==> src/rtl/tws_pkg.sv <==
// Package: shared types for the two-wire slave.
// Assumes: nothing beyond IEEE 1800-2017.
package tws_pkg;
    typedef enum logic [2:0] {
        ST_IDLE,    // waiting for START
        ST_ADDR,    // shifting address byte
        ST_ACK,     // slave acknowledging (ninth bit)
        ST_WRITE,   // shifting a write data byte
        ST_READ,    // driving a read data byte
        ST_MACK,    // waiting for master ack of read byte
        ST_IGNORE   // refused: released until START/STOP
    } tws_state_e;
endpackage

==> src/rtl/tws_line_filter.sv <==
// Module: synchronizes one bus line and suppresses pulses shorter than
// FILT_LEN system clocks. Assumes the idle bus level is high.
module tws_line_filter #(
    parameter int FILT_LEN = 4
) (
    input  logic clk,
    input  logic rst_n,
    input  logic line_i,
    output logic line_o
);
    localparam int CW = $clog2(FILT_LEN) + 1;

    logic [1:0]    sync_q;
    logic [CW-1:0] hold_q;

    // Two-flop synchronizer into the system clock domain.
    always_ff @(posedge clk) begin
        if (!rst_n) sync_q <= 2'b11;
        else        sync_q <= {sync_q[0], line_i};
    end

    // Accept a new level only after it persists for FILT_LEN cycles.
    always_ff @(posedge clk) begin
        if (!rst_n) begin
            line_o <= 1'b1;
            hold_q <= '0;
        end else if (sync_q[1] == line_o) begin
            hold_q <= '0;
        end else if (hold_q == CW'(FILT_LEN - 1)) begin
            line_o <= sync_q[1];
            hold_q <= '0;
        end else begin
            hold_q <= hold_q + 1'b1;
        end
    end

    // filtered output only moves to a level the synchronizer presented

    filt_follow_chk: assert property (@(posedge clk) disable iff (!rst_n)
        !$stable(line_o) |-> (line_o == $past(sync_q[1])));
endmodule

==> src/rtl/tws_cond_detect.sv <==
// Module: finds SCL edges and START/STOP conditions on filtered lines.
// Assumes both inputs come through equal-latency filters.
module tws_cond_detect (
    input  logic clk,
    input  logic rst_n,
    input  logic scl_f,
    input  logic sda_f,
    output logic scl_rise,
    output logic scl_fall,
    output logic start_det,
    output logic stop_det
);
    logic scl_q, sda_q;

    // Remember previous filtered levels for edge detection.
    always_ff @(posedge clk) begin
        if (!rst_n) begin
            scl_q <= 1'b1;
            sda_q <= 1'b1;
        end else begin
            scl_q <= scl_f;
            sda_q <= sda_f;
        end
    end

    // Decode edges and bus conditions from old and new levels.
    always_comb begin
        scl_rise  = !scl_q && scl_f;
        scl_fall  = scl_q && !scl_f;
        start_det = scl_q && scl_f && sda_q && !sda_f;
        stop_det  = scl_q && scl_f && !sda_q && sda_f;
    end
endmodule

==> src/rtl/tws_regfile.sv <==
// Module: small byte register file, one write port, one async read port.
// Assumes DEPTH is a power of two.
module tws_regfile #(
    parameter int DEPTH = 16,
    localparam int AW = $clog2(DEPTH)
) (
    input  logic          clk,
    input  logic          rst_n,
    input  logic          we_i,
    input  logic [AW-1:0] waddr_i,
    input  logic [7:0]    wdata_i,
    input  logic [AW-1:0] raddr_i,
    output logic [7:0]    rdata_o
);
    logic [7:0] mem_q [DEPTH];

    // Clear on reset, store one byte per write strobe.
    always_ff @(posedge clk) begin
        if (!rst_n) begin
            for (int i = 0; i < DEPTH; i++) mem_q[i] <= 8'h00;
        end else if (we_i) begin
            mem_q[waddr_i] <= wdata_i;
        end
    end

    // Read port follows the pointer.
    always_comb rdata_o = mem_q[raddr_i];


    wr_lands_chk: assert property (@(posedge clk) disable iff (!rst_n)
        we_i |=> (mem_q[$past(waddr_i)] == $past(wdata_i)));
endmodule

==> src/rtl/tws_busy_slave.sv <==
// Module: two-wire slave with register pointer, register file and busy
// refusal. Assumes clk >= 16x SCL; no clock stretching; DEPTH power of two.
module tws_busy_slave #(
    parameter logic [6:0] DEV_ADDR = 7'h50,
    parameter int         DEPTH    = 16,
    parameter int         FILT_LEN = 4
) (
    input  logic clk,
    input  logic rst_n,
    input  logic scl_i,
    input  logic sda_i,
    input  logic busy_i,
    output logic sda_oe
);
    import tws_pkg::*;
    localparam int PTR_W = $clog2(DEPTH);

    logic [1:0] raw_w, filt_w;
    logic scl_f, sda_f;
    logic scl_rise, scl_fall, start_det, stop_det;

    assign raw_w = {sda_i, scl_i};

    // One filter per bus line.
    for (genvar g = 0; g < 2; g++) begin : g_filt
        tws_line_filter #(.FILT_LEN(FILT_LEN)) u_filt (
            .clk(clk), .rst_n(rst_n), .line_i(raw_w[g]), .line_o(filt_w[g]));
    end
    assign scl_f = filt_w[0];
    assign sda_f = filt_w[1];

    tws_cond_detect u_cond (
        .clk(clk), .rst_n(rst_n), .scl_f(scl_f), .sda_f(sda_f),
        .scl_rise(scl_rise), .scl_fall(scl_fall),
        .start_det(start_det), .stop_det(stop_det));

    tws_state_e        state;
    logic [3:0]        cnt;
    logic [7:0]        shreg;
    logic              rw;
    logic              ptr_set;
    logic              mnack;
    logic [PTR_W-1:0]  ptr;
    logic              we;
    logic [7:0]        rdata;
    logic              byte_done;

    assign byte_done = scl_fall && (cnt == 4'd8);

    // Store strobe: accepted write byte after the pointer is loaded.
    always_comb we = (state == ST_WRITE) && byte_done && ptr_set && !busy_i;

    tws_regfile #(.DEPTH(DEPTH)) u_regs (
        .clk(clk), .rst_n(rst_n), .we_i(we), .waddr_i(ptr), .wdata_i(shreg),
        .raddr_i(ptr), .rdata_o(rdata));

    // Main framing state machine, advanced on filtered SCL edges.
    always_ff @(posedge clk) begin
        if (!rst_n) begin
            state   <= ST_IDLE;
            cnt     <= '0;
            shreg   <= '0;
            rw      <= 1'b0;
            ptr_set <= 1'b0;
            mnack   <= 1'b0;
            ptr     <= '0;
            sda_oe  <= 1'b0;
        end else if (start_det) begin
            state   <= ST_ADDR;
            cnt     <= '0;
            ptr_set <= 1'b0;
            sda_oe  <= 1'b0;
        end else if (stop_det) begin
            state  <= ST_IDLE;
            sda_oe <= 1'b0;
        end else begin
            case (state)
                ST_ADDR, ST_WRITE: begin
                    if (scl_rise) begin
                        shreg <= {shreg[6:0], sda_f};
                        cnt   <= cnt + 4'd1;
                    end else if (byte_done) begin
                        cnt <= '0;
                        if (busy_i) begin
                            state <= ST_IGNORE;
                        end else if (state == ST_ADDR) begin
                            if (shreg[7:1] == DEV_ADDR) begin
                                rw     <= shreg[0];
                                sda_oe <= 1'b1;
                                state  <= ST_ACK;
                            end else begin
                                state <= ST_IGNORE;
                            end
                        end else begin
                            sda_oe <= 1'b1;
                            state  <= ST_ACK;
                            if (!ptr_set) begin
                                ptr     <= shreg[PTR_W-1:0];
                                ptr_set <= 1'b1;
                            end else begin
                                ptr <= ptr + 1'b1;
                            end
                        end
                    end
                end
                ST_ACK: begin
                    if (scl_fall) begin
                        cnt <= '0;
                        if (rw) begin
                            shreg  <= rdata;
                            sda_oe <= !rdata[7];
                            ptr    <= ptr + 1'b1;
                            state  <= ST_READ;
                        end else begin
                            sda_oe <= 1'b0;
                            state  <= ST_WRITE;
                        end
                    end
                end
                ST_READ: begin
                    if (scl_rise) begin
                        cnt <= cnt + 4'd1;
                    end else if (scl_fall) begin
                        if (cnt == 4'd8) begin
                            sda_oe <= 1'b0;
                            cnt    <= '0;
                            state  <= ST_MACK;
                        end else begin
                            shreg  <= {shreg[6:0], 1'b0};
                            sda_oe <= !shreg[6];
                        end
                    end
                end
                ST_MACK: begin
                    if (scl_rise) begin
                        mnack <= sda_f;
                    end else if (scl_fall) begin
                        if (mnack) begin
                            state <= ST_IGNORE;
                        end else begin
                            shreg  <= rdata;
                            sda_oe <= !rdata[7];
                            ptr    <= ptr + 1'b1;
                            state  <= ST_READ;
                        end
                    end
                end
                default: ;
            endcase
        end
    end


    start_frame_chk: assert property (@(posedge clk) disable iff (!rst_n)
        start_det |=> (state == ST_ADDR) && (cnt == 4'd0) && !sda_oe);


    stop_idle_chk: assert property (@(posedge clk) disable iff (!rst_n)
        stop_det |=> (state == ST_IDLE) && !sda_oe);


    oe_low_phase_chk: assert property (@(posedge clk) disable iff (!rst_n)
        (!$stable(sda_oe) && !$past(start_det) && !$past(stop_det))
            |-> !$past(scl_f));


    ack_hold_chk: assert property (@(posedge clk) disable iff (!rst_n)
        ((state == ST_ACK) && scl_f) |-> sda_oe);


    busy_refuse_chk: assert property (@(posedge clk) disable iff (!rst_n)
        ((state == ST_ADDR) && byte_done && busy_i && !start_det && !stop_det)
            |=> (state == ST_IGNORE) && !sda_oe);


    cnt_range_chk: assert property (@(posedge clk) disable iff (!rst_n)
        cnt <= 4'd8);
endmodule

==> config.mk <==
export PLATFORM = sky130hd
export DESIGN_NAME = tws_busy_slave
export DESIGN_NICKNAME = d
export VERILOG_FILES = /design/src/rtl/tws_pkg.sv /design/src/rtl/tws_line_filter.sv /design/src/rtl/tws_cond_detect.sv /design/src/rtl/tws_regfile.sv /design/src/rtl/tws_busy_slave.sv
export SDC_FILE = /design/constraint.sdc
export NUM_CORES = 1
export LEC_CHECK = 0
export BUFFER_PORTS_ARGS = -buffer_cell sky130_fd_sc_hd__clkbuf_2
export CAP_MARGIN = 10
export CORE_MARGIN = 1.5
export CORE_UTILIZATION = 60
export CTS_CLUSTER_DIAMETER = 150
export DETAILED_ROUTE_END_ITERATION = 8
export GPL_TIMING_DRIVEN = 1
export PLACE_DENSITY = 0.79
export REMOVE_ABC_BUFFERS = 1
export SLEW_MARGIN = 20
export SYNTH_ARGS = -nofsm -noshare
export SYNTH_HDL_FRONTEND = slang
export SYNTH_SLANG_ARGS = --single-unit
==> constraint.sdc <==
create_clock -name clk -period 3.4 [get_ports clk]
set_input_delay 0.17 -clock clk [delete_from_list [all_inputs] [get_ports clk]]
set_output_delay 0.17 -clock clk [all_outputs]
set_load 0.03 [all_outputs]
== After elaboration in Yosys (flattened, before gate mapping) ==
Memory sizes are Yosys's and may differ from the RTL's. A register that Yosys moved wholly into a read port is not among the register bits.
Index checks and enable logic that the tools add are counted.
Widths: inputs -> output; s select.
Cells by class
  $add $sub $neg: 4
  equality and inequality tests: 37
  mux-type cells: 67
  bitwise operators: 8
  reduce and logical (&&, ||, !) cells: 39
Operators with widths (number)
  $mux 8: 10
  $mux 4: 19
  $mux 3: 12
  $ne 4x4->1 const B: 8
  $pmux 8 s4: 1
  $ne 2x2->1 const B: 14
  $pmux 4 s3: 2
  $reduce_and 12->1: 2
  $mux 1: 20
  $reduce_and 9->1: 2
  $eq 3x2->1 const B: 4
  $ne 3x3->1 const B: 4
  $pmux 3 s4: 1
  $reduce_and 6->1: 2
  $logic_and 1x1->1: 11
  $reduce_and 11->1: 1
  $reduce_or 3->1: 3
  $add 4x1->4 const B: 2
  $not 1->1: 8
  $reduce_and 8->1: 1
  $reduce_or 8->1: 1
  $eq 7x7->1 const B: 1
  $logic_not 1->1: 7
  $add 3x1->3 const B: 2
  other kinds (12): 17
Word-level totals
  register bits: 37
  bits in writable memories: 128
  input port bits: 5
  output and inout port bits: 1
  logic and storage cells: 173
  memories: 1
Memories
  u_regs.mem_q: depth 16, bits a word 8, rd ports 1, clocked after memory_dff 1, wr ports 16, RTL line tws_regfile.sv:15  | logic [7:0] mem_q [DEPTH];

== Logic depth before layout (Yosys ltp) ==
Gate-level depths: netlist (run 1).
  depth after elaboration: 11
  depth in mapped cells: 9
  gate-level depth less buffers: 7

== Modules after synthesis ==
Synthesis (run 1) repeated with hierarchy kept, for this count alone.
Second synthesis, totals
  cell total of the unflattened synthesis: 631
  area, all modules: 8201.6 um^2
Modules (own cells, without submodules)
  tws_regfile: instances 1, cells each 375, area an instance 5948.2 um^2, seq. area each 3843.7 um^2
  tws_busy_slave: instances 1, cells each 214, area an instance 1740.4 um^2, seq. area each 460.4 um^2
  tws_line_filter: instances 2, cells each 17, area an instance 214.0 um^2, seq. area each 120.1 um^2
  tws_cond_detect: instances 1, cells each 8, area an instance 85.1 um^2, seq. area each 40.0 um^2

== Worst setup path before layout (run 1) ==
No wires, ideal clock.
  kind: register to register
  start point: reg g_filt[0].u_filt.line_o
  end point: mem u_regs.mem_q[12][0], enable pin
  library setup time: 384 ps
  arrival: 2094 ps
  required time: 3016 ps
  setup slack: 922 ps
  cell stages (with the launch flop): 7
  buffers on the path: 0
  clock period less this slack: 2478 ps
  path through: dfxtp_1 -> inv_1 -> ha_1 -> nand4b_4 -> nor4_4 -> nand2_2 -> o21ai_0
RTL lines
  start: declaration: RTL line tws_line_filter.sv:9  | output logic line_o
  start signal: assignment: RTL line tws_line_filter.sv:30  | line_o <= sync_q[1];
  end: declaration: RTL line tws_regfile.sv:15

==> results.sh, run 1 <==
export IMPL_outcome="finished clean"
export IMPL_cp_slowest_cell="o21ai_0"
export IMPL_drive_gt1_share_pct=16.0
export IMPL_drc=0
export IMPL_dr_pass1_iters=6
export IMPL_clock_skew_ps=7.51
export IMPL_finalHoldViolations=0
export IMPL_ys_types=69
export IMPL_critical_path_buf_inv_count=2
export IMPL_rsz0062_at_grt="no"
export IMPL_crit_required_ps=3530
export IMPL_cpPeakStageDelay_ps=560
export IMPL_reg2reg_to="u_regs.mem_q[7][1]"
export IMPL_hold_class="in -> reg"
export IMPL_synth_largest_area_cell="edfxtp_1"
export IMPL_pwr_share_seq_pct=53.3
export IMPL_htree_levels=4
export IMPL_r2r_start="g_filt[0].u_filt.line_o"
export IMPL_ys_seq_elements=169
export IMPL_grt_max_degree=55
export IMPL_finalCritPeriodShare_pct=85.8
export IMPL_crit_end="u_regs.mem_q[7][1]"
export IMPL_antenna_found_initial=0
export IMPL_final_setup_worst_slack_ps=484
export IMPL_die_x_um=120
export IMPL_initial_utilization_pct=61.9
export IMPL_ant_nets=0
export IMPL_worstRegToRegCells=7
export IMPL_cp_num_cells=7
export IMPL_rrSetupSlack_ps=480
export IMPL_synth_top_area_share_pct=46.7
export IMPL_p_comb_share_pct=2.6
export IMPL_routedWlPerCell_um=22.0
export IMPL_synth_top_flop_cell="edfxtp_1"
export IMPL_place_port_buffers=5
export IMPL_max_cap_violations=0
export IMPL_syn_cell_area_sq_mm=0.00823
export IMPL_ys_warn_count=0
export IMPL_fmax_mhz=343
export IMPL_crit_path_start="g_filt[0].u_filt.line_o"
export IMPL_cpLargestDelayFamily="simple AND/OR/NAND/NOR gates"
export IMPL_fp_coreArea_sq_mm=0.0133
export IMPL_die_h_um=120
export IMPL_vias_per_cell=6.38
export IMPL_cp_end_kind="register"
export IMPL_cp_data_arrival_time_ps=3050
export IMPL_stdcell_count=846
export IMPL_nNetsFinal=675
export IMPL_p_int_mw=3.51
export IMPL_grt_pass1_wl_um=28700
export IMPL_rows=42
export IMPL_setup_viol=0
export IMPL_cts_made_buffers=17
export IMPL_synth_area_leaders="edfxtp_1 47%, dfxtp_1 10%, mux4_2 7.1%"
export IMPL_path_clk_slew_ps=60
export IMPL_clk_latency_ps=420
export IMPL_dp_cells=812
export IMPL_synth_edf_count=128
export IMPL_post_place_ws_ps=475
export IMPL_slew_viol_final=0
export IMPL_place_gp_congestion=0.890
export IMPL_synthCells=660
export IMPL_grt_use_total_pct=27.1
export IMPL_first_global_vias=5218
export IMPL_syn_avg_cell_area_sq_um=12.5
export IMPL_wirelength_um=18700
export IMPL_cts_tree="built"
export IMPL_die_area_sq_mm=0.0144
export IMPL_dpl_hpwl_um=12400
export IMPL_crit_type="reg -> reg"
export IMPL_clock_root_buffer="clkbuf_16"
export IMPL_grt_overflow_total=0
export IMPL_vias=5397
export IMPL_area_growth_synth_to_final_pct=9.60
export IMPL_swShare_pct=19.6
export IMPL_startpoint_type="register"
export IMPL_worst_pin_slew_ps=1020
export IMPL_clkSinkCount=169
export IMPL_powerDensity_mw_per_mm2=484
export IMPL_path_max_fanout=19
export IMPL_peakVddDrop_uv=339
export IMPL_ctsResizeCount=0
export IMPL_final_common_cell="edfxtp_1"
export IMPL_diodes=0
export IMPL_dr_first_iter_drc_count=607
export IMPL_fin_util_pct=67.9
export IMPL_p_leak_nw=2.94
export IMPL_clock_path_buffers=2
export IMPL_fin_setup_tns_ps=0
export IMPL_pin_count=6
export IMPL_most_common_layout_cells="128 x edfxtp_1, 81 x and2_1, 40 x nor3_1, 40 x dfxtp_1, 34 x nor2_1"
export IMPL_p_sw_mw=0.855
export IMPL_fin_crit_ps=2920
export IMPL_worstPathCellList="inv_1, ha_1, nand4b_4, nor4_4, nand2_2, o21ai_0, buf_4"
export IMPL_yosysSeqAreaShare_pct=56.7
export IMPL_relSlewSlack_pct=31.7
export IMPL_p_clk_share_pct=44.1
export IMPL_synthArstFlopShare_pct=0
[layout make-up]
cell class / instances / area, sq um
Clock inverter: 4 / 25.0
Timing Repair Buffer: 29 / 210
Tap cell: 176 / 220
Clock buffer: 28 / 583
Multi-Input combinational cell: 423 / 3260
Fill cell: 932 / 4270
Inverter: 17 / 63.8
Sequential cell: 169 / 4670
[power groups by stage]
| stage | combinational [mW] | clock, mW | sequential (mW) |
|---|---|---|---|
| after floorplan | 0.0639 | 0 | 2.35 |
| after global placement | 0.104 | 0 | 2.37 |
| after detailed placement | 0.111 | 0 | 2.37 |
| after CTS | 0.113 | 1.93 | 2.33 |
| after global routing | 0.122 | 2.02 | 2.33 |
| final | 0.113 | 1.93 | 2.33 |
[state kept, by name, summed over array words and instances (netlist names), 2 cells and up, named ones only]
| name | cells |
|---|---|
| state | 3 |
| g_filt.u_filt.line_o | 2 |
| cnt | 4 |
| ptr | 4 |
| g_filt.u_filt.hold_q | 6 |
| u_regs.mem_q | 128 |
| shreg | 8 |
| g_filt.u_filt.sync_q | 4 |
[how the worst min path moves through the flow]
stage	start	to	slack (ps)	depth (start not counted)
after global placement	scl_i	g_filt[0].u_filt.sync_q[0]	350	2
after CTS	busy_i	state[2]	220	4
after floorplan	rst_n	g_filt[1].u_filt.line_o	230	1
final	busy_i	state[2]	230	4
after global routing	busy_i	ptr_set	280	4
after detailed placement	scl_i	g_filt[0].u_filt.sync_q[0]	360	2
[metal layers]
layer / vias up / global-route usage [%] / wire [um]
met5: - / 0 / 0
met3: 35 / 3.80 / 1100
li1: 2456 / - / -
met1: 2656 / 34.4 / 7490
met2: 250 / 46.8 / 9590
met4: 0 / 11.1 / 465
[synthesized netlist by cell type (all sizes together), types with 6 or more instances]
library cell  count
nor2b             7
nand2            26
nand2b           17
nor3             45
a221oi            6
ha               13
dfxtp            41
and2             81
mux2i            32
buf              18
nor2             34
edfxtp          128
clkbuf           33
inv              14
nand3             8
mux4             26
nor4             14
o21ai            30
a21oi            15
[per-stage QoR]
step	hold WS, ps	area [sq um]	power [mW]
2_1_floorplan	232	7980	2.41
3_3_place_gp	354	8400	2.47
3_5_place_dp	355	8400	2.48
4_1_cts	215	9020	4.37
5_1_grt	276	9020	4.47
6_report	225	9020	4.37
[worst reg2reg max path, cell delays in order (launching register included)]
cell and delay, ps:
dfxtp_1 350, inv_1 110, ha_1 330, nand4b_4 180, nor4_4 500, nand2_2 340
o21ai_0 560, buf_4 250
[logic make-up after synthesis]
group	share of synthesized area (%)
flops	56.7
buf+inv	3.80
xor+xnor	0.213
mux	11.0
compound gates	7.74
simple gates	18.6
fa+ha+maj	1.98
[repair_timing]
action | in CTS | in global routing
endpoints found under the hold margin | 2 | 0
buffers inserted | 0 | 0
hold buffers | 2 | 0
No activity file was read; power rests on OpenSTA's default activity.
==> inputs of run 2 (changes only) <==
- GPL_TIMING_DRIVEN: 1 -> 0
- SYNTH_HIERARCHICAL: not set -> 1
==> run 2 against run 1 <==
Die area is 0.37% lower. Non-clock buffer count is 21 lower. Largest cell class unchanged. Routed wire length is 9.4% lower. Cell count is 4.0% lower. Highest routed layer unchanged. Total power is 5.9% lower. Global-route usage is 1.9 points lower. Sequential power is 3% lower. Critical path type unchanged. Register-to-register slack worse by 330 ps.
==> results.sh, run 2 <==
export IMPL_outcome="finished clean"
export IMPL_final_setup_worst_slack_ps=151
export IMPL_ant_nets=0
export IMPL_r2r_start="state[2]"
export IMPL_clock_root_buffer="clkbuf_16"
export IMPL_syn_cell_area_sq_mm=0.00820
export IMPL_drive_gt1_share_pct=12.1
export IMPL_rrSetupSlack_ps=150
export IMPL_most_common_layout_cells="133 x and2_1, 128 x edfxtp_1, 34 x dfxtp_1"
export IMPL_yosysSeqAreaShare_pct=55.9
export IMPL_cp_slowest_cell="o21ai_1"
export IMPL_clock_skew_ps=8.41
export IMPL_peakVddDrop_uv=424
export IMPL_p_leak_nw=3.01
export IMPL_cp_num_cells=4
export IMPL_powerDensity_mw_per_mm2=464
export IMPL_ys_seq_elements=165
export IMPL_synth_xor_xnor_area_share_pct=0.214
export IMPL_first_global_vias=4984
export IMPL_die_h_um=120
export IMPL_setup_viol=0
export IMPL_whs_ps=221
export IMPL_synth_top_flop_cell="edfxtp_1"
export IMPL_synthAdderAreaFrac_pct=1.07
export IMPL_regMostFlops="u_regs/mem_q"
export IMPL_place_gp_congestion=0.874
export IMPL_nNetsFinal=635
export IMPL_synthCells=631
export IMPL_initial_utilization_pct=61.7
export IMPL_cpPeakStageDelay_ps=830
export IMPL_cp_end_kind="register"
export IMPL_hold_class="in -> reg"
export IMPL_drc=0
export IMPL_dr_pass1_iters=5
export IMPL_synth_most_common_cell="and2_1"
export IMPL_clock_path_buffers=2
export IMPL_fmax_mhz=308
export IMPL_fp_coreArea_sq_mm=0.0133
export IMPL_synth_common_cells="133 x and2_1, 128 x edfxtp_1, 37 x dfxtp_1"
export IMPL_reg2reg_to="u_regs/mem_q[5][6]"
export IMPL_post_place_ws_ps=-520
export IMPL_path_clk_slew_ps=60
export IMPL_syn_avg_cell_area_sq_um=13.0
export IMPL_grt_use_total_pct=25.2
export IMPL_cts_made_buffers=17
export IMPL_largest_registers="u_regs/mem_q: 128 flops, shreg: 8 flops, g_filt.u_filt/hold_q: 6 flops"
export IMPL_fin_util_pct=66.6
export IMPL_slew_viol_final=0
export IMPL_crit_end="u_regs/mem_q[5][6]"
export IMPL_multi_input_area_sq_mm=0.00340
export IMPL_worstRegToRegCells=4
export IMPL_yosys_area_share_simple_pct=20.6
export IMPL_htree_levels=4
export IMPL_fin_crit_ps=3250
export IMPL_rows=42
export IMPL_synth_top_area_share_pct=46.9
export IMPL_finalCritPeriodShare_pct=95.6
export IMPL_ys_types=66
export IMPL_ys_warn_count=6
export IMPL_grt_pass1_wl_um=26800
export IMPL_largest_reg_flops=128
export IMPL_seq_area_sq_mm=0.00459
export IMPL_vias=5089
export IMPL_area_growth_synth_to_final_pct=7.92
export IMPL_crit_path_start="state[2]"
export IMPL_dp_cells=778
export IMPL_diodes=0
export IMPL_cpLargestDelayFamily="simple AND/OR/NAND/NOR gates"
export IMPL_muxShareOfSynthArea_pct=10.5
export IMPL_crit_type="reg -> reg"
export IMPL_crit_required_ps=3450
export IMPL_max_cap_violations=0
export IMPL_clkSinkCount=165
export IMPL_startpoint_type="register"
export IMPL_clk_latency_ps=430
export IMPL_rsz0062_at_grt="no"
export IMPL_synthArstFlopShare_pct=0
export IMPL_die_x_um=120
export IMPL_synth_largest_area_cell="edfxtp_1"
export IMPL_grt_max_degree=61
export IMPL_vias_per_cell=6.27
export IMPL_synth_compound_area_share_pct=8.67
export IMPL_fin_setup_tns_ps=0
export IMPL_routedWlPerCell_um=20.8
export IMPL_finalHoldViolations=0
export IMPL_dr_first_iter_drc_count=514
export IMPL_stdcell_count=812
export IMPL_path_max_fanout=31
export IMPL_antenna_found_initial=0
export IMPL_worst_pin_slew_ps=1010
export IMPL_wirelength_um=16900
export IMPL_die_area_sq_mm=0.0144
export IMPL_cp_data_arrival_time_ps=3300
export IMPL_relSlewSlack_pct=32.6
export IMPL_grt_overflow_total=0
export IMPL_fillCellCount=975
export IMPL_synth_edf_count=128
export IMPL_critical_path_buf_inv_count=0
export IMPL_worstPathCellList="nand2b_1, nor4_2, nand4b_1, o21ai_1"
export IMPL_synth_top_family_by_area="simple AND/OR/NAND/NOR gates"
export IMPL_place_port_buffers=5
export IMPL_final_common_cell="and2_1"
export IMPL_dpl_hpwl_um=10800
export IMPL_pin_count=6
export IMPL_cts_tree="built"
export IMPL_synth_area_leaders="edfxtp_1 47%, and2_1 10%, dfxtp_1 9.0%"
## run 2: worst min-delay path by stage
stage | from | cells past startpoint | slack (ps) | to
3_5_place_dp | scl_i | 2 | 360 | g_filt[0].u_filt/sync_q[0]
2_1_floorplan | rst_n | 1 | 230 | g_filt[0].u_filt/line_o
4_1_cts | busy_i | 4 | 190 | ptr_set
5_1_grt | busy_i | 4 | 260 | ptr_set
3_3_place_gp | sda_i | 2 | 350 | g_filt[1].u_filt/sync_q[0]
6_report | busy_i | 4 | 220 | ptr_set
## run 2: cell type report
type / instances / area share (%)
Sequential cell: 165 / 51.9
Timing Repair Buffer: 8 / 0.735
Multi-Input combinational cell: 421 / 38.4
Inverter: 10 / 0.424
Tap cell: 176 / 2.49
Clock buffer: 25 / 5.60
Clock inverter: 7 / 0.523
## run 2: through the flow
stage	power, mW	area (sq um)
final	4.11	8850
after global routing	4.22	8850
after CTS	4.14	8830
after detailed placement	2.40	8260
after global placement	2.39	8230
after floorplan	2.35	7990
## run 2: logic make-up after synthesis
logic type               Yosys count
AO/OA/AOI/OAI                    101
XOR/XNOR                           2
adder cells (fa/ha/maj)            7
buffers and inverters             45
flip-flops                       165
multiplexers                      40
AND/OR/NAND/NOR                  271
## run 2: timing repair
item,in CTS,in global routing
hold endpoints to repair,2,0
hold buffers,2,0
setup endpoints to repair,136,64
gates resized for setup,4,6
pin swaps,0,1
setup buffers,0,0
## run 2: power breakdown
| group | switching, mW | total, mW | leakage [nW] | internal (mW) |
|---|---|---|---|---|
| Clock | 0.741 | 1.75 | 0.268 | 1.01 |
| Sequential | 0.0208 | 2.26 | 1.55 | 2.24 |
| Combinational | 0.0625 | 0.0984 | 1.19 | 0.0359 |
| Total | 0.824 | 4.11 | 3.01 | 3.29 |
## run 2: routing by layer
layer / routed length (um) / part of all wire, % / GRT usage [%]
met5: 0 / 0 / 0
met1: 7010 / 41 / 33.5
met2: 8430 / 50 / 40.6
met3: 1100 / 6.5 / 5.47
met4: 357 / 2.1 / 10.0
## run 2: worst min-delay path: stages
cell	delay, ps
clkbuf_2	150
nor4_1	90
a21oi_1	140
nor2_1	50
